<file path="src/rtl/can_ecc_pkg.sv">
package can_ecc_pkg;
  typedef enum logic [1:0] {
    NS_ACTIVE  = 2'b00,
    NS_WARN    = 2'b01,
    NS_PASSIVE = 2'b10,
    NS_BUSOFF  = 2'b11
  } node_state_e;
endpackage

</file>
<file path="src/rtl/ecc_rst_sync.sv">
module ecc_rst_sync #(
  parameter int STAGES = 2
) (
  input  logic clk,
  input  logic rst_n,
  output logic rst_sync_n
);
  logic [STAGES-1:0] sync_q;

  always_ff @(posedge clk or negedge rst_n) begin
    if (!rst_n) sync_q <= '0;
    else        sync_q <= {sync_q[STAGES-2:0], 1'b1};
  end

  assign rst_sync_n = sync_q[STAGES-1];
endmodule

</file>
<file path="src/rtl/ecc_err_counter.sv">
module ecc_err_counter #(
  parameter int CNT_W      = 9,
  parameter int SMALL_STEP = 1,
  parameter int BIG_STEP   = 8
) (
  input  logic             clk,
  input  logic             rst_n,
  input  logic             clr_i,
  input  logic             inc_i,
  input  logic             big_i,
  input  logic             dec_i,
  output logic [CNT_W-1:0] cnt_o,
  output logic             ovf_o
);
  localparam logic [CNT_W-1:0] STEP_S = CNT_W'(SMALL_STEP);
  localparam logic [CNT_W-1:0] STEP_B = CNT_W'(BIG_STEP);
  localparam logic [CNT_W-1:0] ONE    = CNT_W'(1);

  logic [CNT_W-1:0] cnt_q, cnt_d;
  logic             cnt_en;
  logic             ovf;

  // overflow once the top bit is reached (2**(CNT_W-1))
  assign ovf = cnt_q[CNT_W-1];

  always_comb begin
    cnt_d  = cnt_q;
    cnt_en = 1'b0;
    if (clr_i) begin
      cnt_d  = '0;
      cnt_en = 1'b1;
    end else if (!ovf) begin
      if (inc_i) begin
        cnt_d  = cnt_q + (big_i ? STEP_B : STEP_S);
        cnt_en = 1'b1;
      end else if (dec_i && (cnt_q != '0)) begin
        cnt_d  = cnt_q - ONE;
        cnt_en = 1'b1;
      end
    end
  end

  always_ff @(posedge clk or negedge rst_n) begin
    if (!rst_n)      cnt_q <= '0;
    else if (cnt_en) cnt_q <= cnt_d;
  end

  assign cnt_o = cnt_q;
  assign ovf_o = ovf;

  AST_FROZEN: assert property (@(posedge clk) disable iff (!rst_n)
    (ovf && !clr_i) |=> $stable(cnt_q));

  AST_CLR_ZERO: assert property (@(posedge clk) disable iff (!rst_n)
    clr_i |=> (cnt_q == '0));

  AST_INC_STEP: assert property (@(posedge clk) disable iff (!rst_n)
    (inc_i && !ovf && !clr_i) |=>
      (cnt_q == $past(cnt_q) + ($past(big_i) ? STEP_B : STEP_S)));

  AST_NO_UNDERFLOW: assert property (@(posedge clk) disable iff (!rst_n)
    (dec_i && !inc_i && !clr_i && (cnt_q == '0)) |=> (cnt_q == '0));
endmodule

</file>
<file path="src/rtl/ecc_state_decode.sv">
module ecc_state_decode
  import can_ecc_pkg::*;
#(
  parameter int CNT_W    = 9,
  parameter int WARN_LIM = 96,
  parameter int PASS_LIM = 128
) (
  input  logic             clk,
  input  logic             rst_n,
  input  logic [CNT_W-1:0] tx_cnt_i,
  input  logic [CNT_W-1:0] rx_cnt_i,
  input  logic             tx_ovf_i,
  input  logic             rx_ovf_i,
  output node_state_e      state_o
);
  localparam logic [CNT_W-1:0] WARN_V = CNT_W'(WARN_LIM);
  localparam logic [CNT_W-1:0] PASS_V = CNT_W'(PASS_LIM);

  logic any_warn, any_pass;

  assign any_warn = (tx_cnt_i >= WARN_V) || (rx_cnt_i >= WARN_V);
  assign any_pass = (tx_cnt_i >= PASS_V) || (rx_cnt_i >= PASS_V) || rx_ovf_i;

  always_comb begin
    if (tx_ovf_i)      state_o = NS_BUSOFF;
    else if (any_pass) state_o = NS_PASSIVE;
    else if (any_warn) state_o = NS_WARN;
    else               state_o = NS_ACTIVE;
  end

  AST_BUSOFF_PRIO: assert property (@(posedge clk) disable iff (!rst_n)
    tx_ovf_i |-> (state_o == NS_BUSOFF));

  AST_RX_OVF_PASSIVE: assert property (@(posedge clk) disable iff (!rst_n)
    (rx_ovf_i && !tx_ovf_i) |-> (state_o == NS_PASSIVE));
endmodule

</file>
<file path="src/rtl/can_err_confine.sv">
module can_err_confine
  import can_ecc_pkg::*;
#(
  parameter int CNT_W          = 9,
  parameter int SHOW_W         = 8,
  parameter int TX_ERR_STEP    = 8,
  parameter int RX_ERR_STEP    = 1,
  parameter int RX_SEVERE_STEP = 8,
  parameter int WARN_LIM       = 96,
  parameter int PASS_LIM       = 128,
  parameter int SYNC_STAGES    = 2,
  localparam int STAT_W        = 2 * SHOW_W
) (
  input  logic              clk,
  input  logic              rst_n,
  input  logic              tx_err_i,
  input  logic              tx_ok_i,
  input  logic              rx_err_i,
  input  logic              rx_severe_i,
  input  logic              rx_ok_i,
  input  logic              recover_i,
  output logic [STAT_W-1:0] status_o,
  output logic [1:0]        node_state_o
);
  logic             rst_core_n;
  logic [CNT_W-1:0] tx_cnt, rx_cnt;
  logic             tx_ovf, rx_ovf;
  logic             recover_ok;
  node_state_e      state;

  ecc_rst_sync #(.STAGES(SYNC_STAGES)) u_rst (
    .clk        (clk),
    .rst_n      (rst_n),
    .rst_sync_n (rst_core_n)
  );

  // recovery acts only while the transmit tally is in overflow
  assign recover_ok = recover_i && tx_ovf;

  ecc_err_counter #(
    .CNT_W(CNT_W), .SMALL_STEP(TX_ERR_STEP), .BIG_STEP(TX_ERR_STEP)
  ) u_tx (
    .clk   (clk),
    .rst_n (rst_core_n),
    .clr_i (recover_ok),
    .inc_i (tx_err_i),
    .big_i (1'b0),
    .dec_i (tx_ok_i),
    .cnt_o (tx_cnt),
    .ovf_o (tx_ovf)
  );

  ecc_err_counter #(
    .CNT_W(CNT_W), .SMALL_STEP(RX_ERR_STEP), .BIG_STEP(RX_SEVERE_STEP)
  ) u_rx (
    .clk   (clk),
    .rst_n (rst_core_n),
    .clr_i (recover_ok),
    .inc_i (rx_err_i),
    .big_i (rx_severe_i),
    .dec_i (rx_ok_i),
    .cnt_o (rx_cnt),
    .ovf_o (rx_ovf)
  );

  ecc_state_decode #(
    .CNT_W(CNT_W), .WARN_LIM(WARN_LIM), .PASS_LIM(PASS_LIM)
  ) u_dec (
    .clk      (clk),
    .rst_n    (rst_core_n),
    .tx_cnt_i (tx_cnt),
    .rx_cnt_i (rx_cnt),
    .tx_ovf_i (tx_ovf),
    .rx_ovf_i (rx_ovf),
    .state_o  (state)
  );

  assign status_o     = {tx_cnt[SHOW_W-1:0], rx_cnt[SHOW_W-1:0]};
  assign node_state_o = state;

  AST_RECOVER_CLEAR: assert property (@(posedge clk) disable iff (!rst_core_n)
    (recover_i && node_state_o == NS_BUSOFF) |=>
      (status_o == '0 && node_state_o == NS_ACTIVE));

  AST_RECOVER_IGNORED: assert property (@(posedge clk) disable iff (!rst_core_n)
    (recover_i && node_state_o != NS_BUSOFF && !tx_err_i && !tx_ok_i &&
     !rx_err_i && !rx_ok_i) |=> $stable(status_o));
endmodule

</file>
<file path="config.mk">
export PLATFORM = sky130hd
export DESIGN_NAME = can_err_confine
export DESIGN_NICKNAME = d
export VERILOG_FILES = /design/src/rtl/can_ecc_pkg.sv /design/src/rtl/ecc_rst_sync.sv /design/src/rtl/ecc_err_counter.sv /design/src/rtl/ecc_state_decode.sv /design/src/rtl/can_err_confine.sv
export SDC_FILE = /design/constraint.sdc
export NUM_CORES = 1
export LEC_CHECK = 0
export BUFFER_PORTS_ARGS = -buffer_cell sky130_fd_sc_hd__buf_4
export CORE_UTILIZATION = 45
export DETAILED_ROUTE_END_ITERATION = 8
export PLACE_DENSITY = 0.67
export SYNTH_ARGS = -nofsm -noshare
export SYNTH_HDL_FRONTEND = slang
export SYNTH_SLANG_ARGS = --single-unit
</file>
<file path="constraint.sdc">
create_clock -name clk -period 2.9 [get_ports clk]
set_clock_uncertainty 0.2 [all_clocks]
set_input_delay 0.435 -clock clk [delete_from_list [all_inputs] [get_ports clk]]
set_output_delay 0.435 -clock clk [all_outputs]
set_load 0.1 [all_outputs]
</file>
Yosys cells after proc, flatten, opt, wreduce, memory -nomap -nowiden
Cells that the tools add are included.
W data, S select, Z words.

operators by class
  shifts and indexed selects = 0
  bitwise operators = 0
  add/subtract/negate cells = 4
  magnitude comparators = 4
  equal/unequal tests = 2
  divide/modulo/power cells = 0
  muxes and demuxes = 20
  multipliers = 0
  reduce and logical (&&, ||, !) cells = 12

operator list
  operator               count
  $mux W9                8
  $ge A9 B7 Y1 const B   2
  $ge A9 B8 Y1 const B   2
  $reduce_bool A9 Y1     2
  $sub A9 B1 Y9 const B  2
  $add A9 B4 Y9 const B  1
  $add A9 B9 Y9          1
  $mux W1                9
  $reduce_and A3 Y1      2
  $reduce_bool A3 Y1     2
  $mux W2                2
  $mux W4                1
  $ne A2 B2 Y1 const B   2
  $logic_and A1 B1 Y1    3
  $logic_or A1 B1 Y1     3

storage, ports and cells
  logic and storage cells = 47
  ROM bits = 0
  output and inout port bits = 18
  register bits = 20
  input port bits = 8
  memory bits (writable) = 0
  memories = 0
  latch bits = 0

Depth between registers and ports, before layout
Gate-level depths: netlist of run 1.

  depth after elaboration = 7
  mapped depth = 7
  mapped depth without buffers = 7

Hierarchy
Synthesis of run 1 repeated with hierarchy kept, for this count alone.

unflattened totals
  cell total of the unflattened synthesis = 184
  area total of the unflattened synthesis = 1,635.3 um^2

by module, submodules not included
  module                  sequential area each (um^2)  instances  area an instance (um^2)  cells each
  ecc_err_counter (u_rx)  225.2                        1          869.6                    98
  ecc_err_counter (u_tx)  225.2                        1          668.1                    76
  ecc_rst_sync            50.0                         1          53.8                     3
  ecc_state_decode        0.0                          1          33.8                     5
  can_err_confine         0.0                          1          10.0                     2

Worst setup path before layout of run 1
Ideal clock, no wire load.

  kind = register to output
  start point = register u_rx.cnt_q[7] (netlist: u_rx.cnt_o[7])
  end point = output node_state_o[0]
  required time = 2.265 ns
  setup slack = -1.920 ns
  cell stages (with the launch flop) = 3
  path buffers = 0
  data arrival time = 4.185 ns
  cell sequence = dfrtp_1 or4_1 o21ai_0

between the ends
  longest elaborated chain between the ends = 5
  elaborated cells between the ends (all ways) = 8
  classes of those cells = 2 x order compare; 3 x mux; 3 x reduce/logical

ends and longest elaborated chain
  item                                           RTL line                                        source
  start, declared                                ecc_err_counter.sv:19                           logic [CNT_W-1:0] cnt_q, cnt_d;
  start signal, assigned                         ecc_err_counter.sv:45                           else if (cnt_en) cnt_q <= cnt_d;
  $ge A9 B7 Y1 or $ge A9 B8 Y1 (tied branches)   ecc_state_decode.sv:21, ecc_state_decode.sv:22
  $logic_or A1 B1 Y1 (on tied branches)          ecc_state_decode.sv:21, ecc_state_decode.sv:22
  $mux W1 or $logic_or A1 B1 Y1 (tied branches)  ecc_state_decode.sv:27, ecc_state_decode.sv:22
  $mux W2 (*)                                    ecc_state_decode.sv:26                          else if (any_pass) state_o = NS_PASSIVE;
  $mux W2 (*)                                    ecc_state_decode.sv:25                          if (tx_ovf_i) state_o = NS_BUSOFF;
  end, declared                                  can_err_confine.sv:23                           output logic [1:0] node_state_o

Every way passes the cells marked *; elsewhere a longest branch is shown, timed or not.

Worst setup path after layout of run 1
Ends and elaborated chain as after synthesis.

==> results of run 1 <==
-- flip-flops by register name, summed over array words and instances, names as in the netlist --
register      flops
u_rx.cnt_o        9
u_tx.cnt_o        9
u_rst.sync_q      2
-- critical path: cells and delay by family (launching register included) --
kind / cells / cell delay (ns)
and+or+nand+nor: 1 / 0.57
DFF: 1 / 0.49
buffers and inverters: 1 / 0.30
AOI/OAI and AO/OA: 1 / 0.14
-- cells in the mapped netlist, types with 2 or more instances --
cell	number
nor2_1	8
buf_2	2
dfrtp_1	20
nand2_1	5
nor4b_1	2
clkbuf_1	2
xnor2_1	3
a41oi_1	2
a211oi_1	3
o2bb2ai_1	2
nand3_1	9
nor3b_1	2
nor3_1	3
nand2b_1	4
a2111o_1	3
o21ai_1	2
a32oi_1	2
o31ai_1	3
a31o_2	2
ha_1	8
mux2i_1	4
a31oi_1	3
clkbuf_2	2
inv_1	11
o21bai_1	2
o21ai_0	7
or3_1	2
and2_1	4
a21oi_1	9
-- area by class of cell --
type / count / area [µm²] / share of cell area, %
inverter: 11 / 41.3 / 2.39
clock inverter: 1 / 30.0 / 1.74
tap: 44 / 55.1 / 3.19
timing repair buffer: 26 / 198 / 11.4
sequential: 20 / 500 / 29.0
clock buffer: 3 / 22.5 / 1.30
multi-input combinational: 117 / 881 / 51.0
-- kinds of logic after synthesis --
kind of cell,synth area share [%]
muxes,2.75
other,0.258
DFF,34.4
buffers and inverters,6.02
adders and majority gates,6.88
AOI/OAI and AO/OA,25.4
and+or+nand+nor,22.5
xor gates and xnor gates,1.81
-- metal layers --
| layer | share of wire [%] | global-route usage (%) | wire length, µm | vias to the layer above |
|---|---|---|---|---|
| li1 | - | - | - | 642 |
| met1 | 48 | 33.0 | 1670 | 608 |
| met2 | 46 | 32.8 | 1620 | 39 |
| met3 | 5.0 | 2.42 | 176 | 4 |
| met4 | 0.83 | 7.82 | 29 | 0 |
| met5 | 0 | 0 | 0 | - |
-- per-stage QoR --
step | cell area [µm²] | instances | utilization (%) | setup WS, ns
after global routing | 1730 | 222 | 56.6 | 0.424
final | 1730 | 222 | 56.6 | 0.464
after floorplan | 1470 | 156 | - | 0.00891
after global placement | 1670 | 217 | 54.5 | 0.838
after CTS | 1730 | 222 | 56.6 | 0.457
after detailed placement | 1670 | 217 | 54.5 | 0.813
-- worst paths after layout --
path / slack, ns / cells after the start / start / end
hold reg to reg: 0.12 / 0 / u_rst.sync_q[1] / u_tx.cnt_o[5]
min in group asynchronous: 0.12 / 0 / u_rst.sync_q[1] / u_tx.cnt_o[5]
hold / removal: 0.11 / 2 / recover_i / u_tx.cnt_o[4]
setup / recovery: 0.46 / 3 / u_rx.cnt_o[7] / node_state_o[0]
setup reg to reg: 0.77 / 6 / u_tx.cnt_o[0] / u_tx.cnt_o[2]
max in group asynchronous: 1.92 / 0 / u_rst.sync_q[1] / u_rx.cnt_o[3]
-- timing repair --
item,CTS,global route
hold endpoints to repair,2,0
hold buffers,1,0
setup buffers,0,0
==> results.json, run 1 <==
{
  "syn_inst": 156,
  "worstSkewPairLatency_ns": 0.32,
  "antenna_cells": 0,
  "wl_mm": 3.49,
  "worstPathRequired_ns": 2.27,
  "fill_cells": 302,
  "antenna_found_initial": 0,
  "die_w_um": 58.8,
  "start_util_pct": 47.6,
  "cts_sinks": 20,
  "io_pins": 26,
  "clockBufferDepth": 2,
  "cts_max_level": 1,
  "crit_arrival_ns": 1.80,
  "final.setup.tns_ns": 0,
  "overflow": 0,
  "holdWs_ns": 0.110,
  "grt_pass1_vias": 1189,
  "cap_violations": 0,
  "row_count": 20,
  "synth-async-reset-ratio_pct": 100,
  "wl_per_cell_um": 15.7,
  "ys_seq_area_share_pct": 34.4,
  "syn_area_um2": 1450,
  "synth_top_area_cell": "dfrtp_1",
  "port_buffers": 25,
  "vias": 1293,
  "synth_cell_types": 54,
  "cts_root_buffer": "clkbuf_4",
  "path_cells": "or4_4 > o21ai_4 > buf_4",
  "core-area_um2": 3050,
  "yosys-top-cells-area": "dfrtp_1 34%, ha_1 6.9%, a21oi_1 3.1%",
  "grt_max_degree": 19,
  "cts_buffers": 3,
  "maxSlewHeadroom_pct": 50.9,
  "vias_per_cell": 5.82,
  "min_period_ns": 2.44,
  "clkTransAtPathRegs_ns": 0.14,
  "ys.flop_type": "dfrtp_1",
  "start_kind": "flip-flop",
  "fin_crit_sh_pct": 84.0,
  "syn_nets": 172,
  "drt_first_pass_iters": 4,
  "drive_gt1_share_pct": 21.9,
  "cp-end-kind": "output pin",
  "cts_tree": "done",
  "drc_errors": 0,
  "yosys_warnings": 0,
  "dpl.hpwl_mm": 2.55,
  "critical-path-slowest-cell": "or4_4",
  "final_common_cell": "buf_4",
  "max_freq_mhz": 410,
  "slew_violations": 0,
  "die_h_um": 58.8,
  "die_area_um2": 3460,
  "cp_max_fo": 6,
  "crit_type": "flip-flop to output pin",
  "synth_seq_cells": 20,
  "grt_pass1_wl_mm": 5.70,
  "hold_viol": 0,
  "tightest_slew_ns": 0.737,
  "rsz0062_at_grt": "false",
  "fin_nets": 195,
  "yosysTopAreaCellShare_pct": 34.4,
  "status": "completed",
  "synth_edf_count": 0,
  "postSynthAreaPerCell_um2": 9.32,
  "ctsResizeCount": 0,
  "hold_class": "input port to flip-flop",
  "slowest_delay_ns": 0.57,
  "layout_common_cells": "25 x buf_4, 20 x dfrtp_1, 11 x inv_1",
  "final_antenna_net_count": 0,
  "syn_to_final_growth_pct": 18.8,
  "setup_viol": 0,
  "gp_congestion": 0.925,
  "grtUsageTotal_pct": 22.0,
  "first_iter_violations": 49
}
Power of run 1 is not shown: default switching activity piles up to over one toggle a cycle in this logic, so the estimate is an artifact.
==> run 2: changes to the inputs <==
--- a/config.mk
+++ b/config.mk
@@ -8,7 +8,7 @@
 export BUFFER_PORTS_ARGS = -buffer_cell sky130_fd_sc_hd__buf_4
 export CORE_UTILIZATION = 45
 export DETAILED_ROUTE_END_ITERATION = 8
-export PLACE_DENSITY = 0.67
+export PLACE_DENSITY = 0.69
 export SYNTH_ARGS = -nofsm -noshare
 export SYNTH_HDL_FRONTEND = slang
 export SYNTH_SLANG_ARGS = --single-unit
==> constraint.sdc (replaced) <==
create_clock -name clk -period 2.2 [get_ports clk]
set_clock_uncertainty 0.2 [all_clocks]
set_input_delay 0.33 -clock clk [delete_from_list [all_inputs] [get_ports clk]]
set_output_delay 0.33 -clock clk [all_outputs]
set_load 0.1 [all_outputs]
==> run 2 against run 1 <==
Compared with the run above: setup slack worse by 0.43 ns; worst hold slack got worse by 0.0082 ns; sequential cell count stayed put; critical path type unchanged; highest routed layer unchanged; critical endpoint unchanged.
==> results.json, run 2 (synthesis gave the netlist of run 1 again) <==
{
  "status": "completed",
  "start_util_pct": 47.6,
  "final_common_cell": "buf_4",
  "r2r_setup_slack_ns": 0.13,
  "reg2reg_depth": 6,
  "max_freq_mhz": 461,
  "clockBufferDepth": 2,
  "vias": 1361,
  "grt_max_degree": 19,
  "crit_arrival_ns": 1.64,
  "worstPathRequired_ns": 1.67,
  "wl_per_cell_um": 15.8,
  "reg2reg_from": "u_tx.cnt_o[0]",
  "place_inst": 221,
  "drt_first_pass_iters": 4,
  "core-area_um2": 3050,
  "drc_errors": 0,
  "first_iter_violations": 69,
  "maxSlewHeadroom_pct": 51.3,
  "antenna_cells": 0,
  "die_area_um2": 3460,
  "slew_violations": 0,
  "cp-startpoint": "u_rx.cnt_o[7]",
  "final_antenna_net_count": 0,
  "wl_mm": 3.64,
  "fill_cells": 281,
  "layout_common_cells": "31 x buf_4, 11 x inv_1, 11 x dfrtp_2",
  "worstSkewPairLatency_ns": 0.30,
  "cts_max_level": 1,
  "cp_max_fo": 2,
  "cap_violations": 0,
  "cts_tree": "done",
  "port_buffers": 25,
  "cts_buffers": 3,
  "multiInputGateArea_um2": 886,
  "min_period_ns": 2.17,
  "fin_crit_sh_pct": 98.6,
  "grtUsageTotal_pct": 22.8,
  "overflow": 0,
  "rsz0062_at_grt": "true",
  "setup_viol": 0,
  "crit_type": "flip-flop to output pin",
  "cp-end-kind": "output pin",
  "cts_sinks": 20,
  "gp_congestion": 0.983,
  "grt_pass1_wl_mm": 5.96,
  "grt_pass1_vias": 1215,
  "cts_root_buffer": "clkbuf_4",
  "hold_viol": 0,
  "stdcell_count": 230,
  "fin_nets": 203,
  "die_w_um": 58.8,
  "vias_per_cell": 5.92,
  "endpoint": "node_state_o[0]",
  "dpl.hpwl_mm": 2.69,
  "tightest_slew_ns": 0.730,
  "drive_gt1_share_pct": 32.8,
  "r2r_end": "u_tx.cnt_o[7]",
  "antenna_found_initial": 0,
  "io_pins": 26,
  "seqCellArea_um2": 526,
  "clkTransAtPathRegs_ns": 0.11,
  "hold_class": "flip-flop to asynchronous set/reset pin",
  "die_h_um": 58.8,
  "start_kind": "flip-flop",
  "syn_to_final_growth_pct": 25.0,
  "row_count": 20
}
[run 2: cell count changes in the layout (fill, tap and decap cells not counted), sizes merged]
| cell | before | now |
|---|---|---|
| buf | 25 | 32 |
| bufinv | 1 | 0 |
| clkbuf | 3 | 4 |
| dlygate4sd3 | 1 | 2 |
[run 2: layout make-up]
type                    count  area share, %
repair buffers             34           15.0
flip-flops and latches     20           28.9
inverters                  11           2.27
clock buffers               4           2.00
well taps                  44           3.03
multi-input cells         117           48.8
[run 2: worst max-delay path, cell delays in order, from the launching register on]
cell and delay [ns]:
dfrtp_4 0.48, or4_4 0.51, o21ai_4 0.16, buf_12 0.19
[run 2: timing repair]
action	4_1_cts	5_1_grt
hold endpoints to repair	2	1
cloned	0	0
hold buffers	1	1
setup endpoints to repair	1	2
pin swaps	2	1
resized for setup	3	1
setup buffers	3	0
[run 2: through the flow]
step	TNS (ns)	setup WS, ns	instance area, µm²	utilization, %	hold WS (ns)
detailed placement	0	0.126	1720	56.4	-0.0869
finish	0	0.0299	1820	59.5	0.102
global route	-0.0224	-0.0224	1820	59.5	0.127
floorplan	-0.340	-0.340	1490	-	-0.166
CTS	-0.0101	-0.0101	1800	59.0	0.0118
global placement	0	0.187	1720	56.4	-0.0881
[run 2: worst min-delay path by stage]
stage,cells after the start,start,end
5_1_grt,2,rst_n,u_rst.sync_q[1]
3_3_place_gp,1,rst_n,u_rst.sync_q[0]
3_5_place_dp,1,rst_n,u_rst.sync_q[1]
6_report,0,u_rst.sync_q[1],u_rx.cnt_o[3]
2_1_floorplan,0,rst_n,u_rst.sync_q[0]
4_1_cts,2,recover_i,u_tx.cnt_o[4]
[run 2: metal layers]
metal  share of wire, %  up-vias  global-route usage (%)
li1                   -      656                       -
met1                 47      665                    33.6
met2                 48       36                    34.7
met3                4.8        4                    5.05
met4               0.58        0                    4.08
met5                  0        -                       0
Power of run 2 is left out for the same reason.
==> run 3: changes to the inputs <==
--- a/config.mk
+++ b/config.mk
@@ -6,6 +6,7 @@
 export NUM_CORES = 1
 export LEC_CHECK = 0
 export BUFFER_PORTS_ARGS = -buffer_cell sky130_fd_sc_hd__buf_4
+export CORE_ASPECT_RATIO = 0.8
 export CORE_UTILIZATION = 45
 export DETAILED_ROUTE_END_ITERATION = 8
 export PLACE_DENSITY = 0.69
==> run 3 against run 2 <==
Compared with the run above: non-clock buffer count down 3; register-to-register slack lost 0.05 ns; routed wire length rose by 2.3%; global-route usage rose by 0.15 points; sequential cell count unchanged; sequential share of layout area is 0.24 points higher; die area barely moved.
==> results.json, run 3 (synthesis gave the netlist of run 1 again) <==
{
  "status": "completed",
  "first_iter_violations": 82,
  "reg2reg_from": "u_rx.cnt_o[0]",
  "antenna_found_initial": 0,
  "path_depth": 3,
  "stdcell_count": 223,
  "hold_viol": 0,
  "wl_mm": 3.72,
  "dpl_cell_area_um2": 1710,
  "start_util_pct": 47.1,
  "row_count": 18,
  "rsz0062_at_grt": "true",
  "hold_end": "u_tx.cnt_o[4]",
  "die_h_um": 52.8,
  "final_common_cell": "buf_4",
  "reg2reg_depth": 7,
  "setup_viol": 0,
  "r2r_end": "u_rx.cnt_o[4]",
  "tightest_slew_ns": 0.715,
  "syn_to_final_growth_pct": 23.9,
  "hold_class": "input port to flip-flop",
  "maxSlewHeadroom_pct": 52.3,
  "min_period_ns": 2.15,
  "final.setup.tns_ns": 0,
  "cap_violations": 0,
  "port_buffers": 25,
  "hold_path.startpoint": "recover_i",
  "final_antenna_net_count": 0,
  "start_kind": "flip-flop",
  "drc_errors": 0,
  "crit_type": "flip-flop to output pin",
  "clockBufferDepth": 2,
  "worstHoldPathCells": 2,
  "gp_congestion": 0.874,
  "critical-path-slowest-cell": "or4_4",
  "dpl.hpwl_mm": 2.84,
  "cts_root_buffer": "clkbuf_8",
  "overflow": 0,
  "die_area_um2": 3460,
  "die_w_um": 65.6,
  "core-area_um2": 3090,
  "drive_gt1_share_pct": 32.2,
  "grtUsageTotal_pct": 23.0,
  "cts_buffers": 3,
  "cts_tree": "done",
  "slew_violations": 0,
  "worstPathRequired_ns": 1.67,
  "path_cells": "or4_4 > o21ai_4 > buf_12",
  "clkTransAtPathRegs_ns": 0.07,
  "slowest_delay_ns": 0.56,
  "cp_max_fo": 5,
  "cts_sinks": 20,
  "vias_per_cell": 6.09,
  "cp-end-kind": "output pin",
  "max_freq_mhz": 465,
  "critPathBufInv": 1,
  "crit_family": "simple AND/OR/NAND/NOR gates",
  "drt_first_pass_iters": 4,
  "layout_common_cells": "29 x buf_4, 11 x inv_1, 11 x dfrtp_2",
  "fin_nets": 200,
  "place_inst": 216,
  "fin_crit_sh_pct": 97.8,
  "wl_per_cell_um": 16.7,
  "antenna_cells": 0,
  "io_pins": 26,
  "r2r_setup_slack_ns": 0.08,
  "design_area_um2": 1800,
  "worstSkewPairLatency_ns": 0.26,
  "grt_max_degree": 19,
  "cts_max_level": 1,
  "grt_pass1_vias": 1171,
  "crit_arrival_ns": 1.62,
  "vias": 1357,
  "grt_pass1_wl_mm": 5.90
}
## run 3: changes by cell type in the layout (fill, tap and decap cells not counted), sizes merged
cell and change:
dlygate4sd3 -1, buf -2
## run 3: cell type report
type,instances,area (µm²)
Inverter,11,41.3
Clock buffer,4,45.0
Multi-Input combinational cell,117,892
Sequential cell,20,526
Fill cell,264,1280
Timing Repair Buffer,31,248
Tap cell,40,50.0
## run 3: routing by layer
layer  vias up  global-route usage [%]  wire length [µm]
met2        71                    35.2              1580
li1        652                       -                 -
met5         -                       0                 0
met1       628                    33.5              1790
met4         0                    2.54                35
met3         6                    5.43               317
## run 3: worst max-delay path by stage
| stage | end | slack [ns] | start |
|---|---|---|---|
| floorplan | node_state_o[0] | -0.34 | u_rx.cnt_o[7] |
| global placement | u_tx.cnt_o[2] | 0.12 | u_tx.cnt_o[0] |
| detailed placement | u_tx.cnt_o[2] | 0.04 | u_tx.cnt_o[0] |
| CTS | node_state_o[0] | 0.02 | u_rx.cnt_o[7] |
| global route | node_state_o[0] | -0.003 | u_rx.cnt_o[7] |
| finish | node_state_o[0] | 0.05 | u_rx.cnt_o[8] |
## run 3: repair_timing
action                                  CTS  global route
endpoints found under the setup margin    1             3
hold buffers                              1             0
pin swaps                                 0             3
buffers inserted                          1             1
hold endpoints to repair                  2             0
resized for setup                         3             2
## run 3: per-stage QoR
| step | hold WS, ns | utilization, % | setup WS, ns |
|---|---|---|---|
| 2_1_floorplan | -0.166 | - | -0.340 |
| 3_3_place_gp | -0.0882 | 55.4 | 0.120 |
| 3_5_place_dp | -0.0857 | 55.4 | 0.0414 |
| 4_1_cts | 0.0749 | 57.8 | 0.0180 |
| 5_1_grt | 0.0864 | 58.4 | -0.00277 |
| 6_report | 0.0764 | 58.4 | 0.0484 |
Power of run 3 is left out for the same reason.
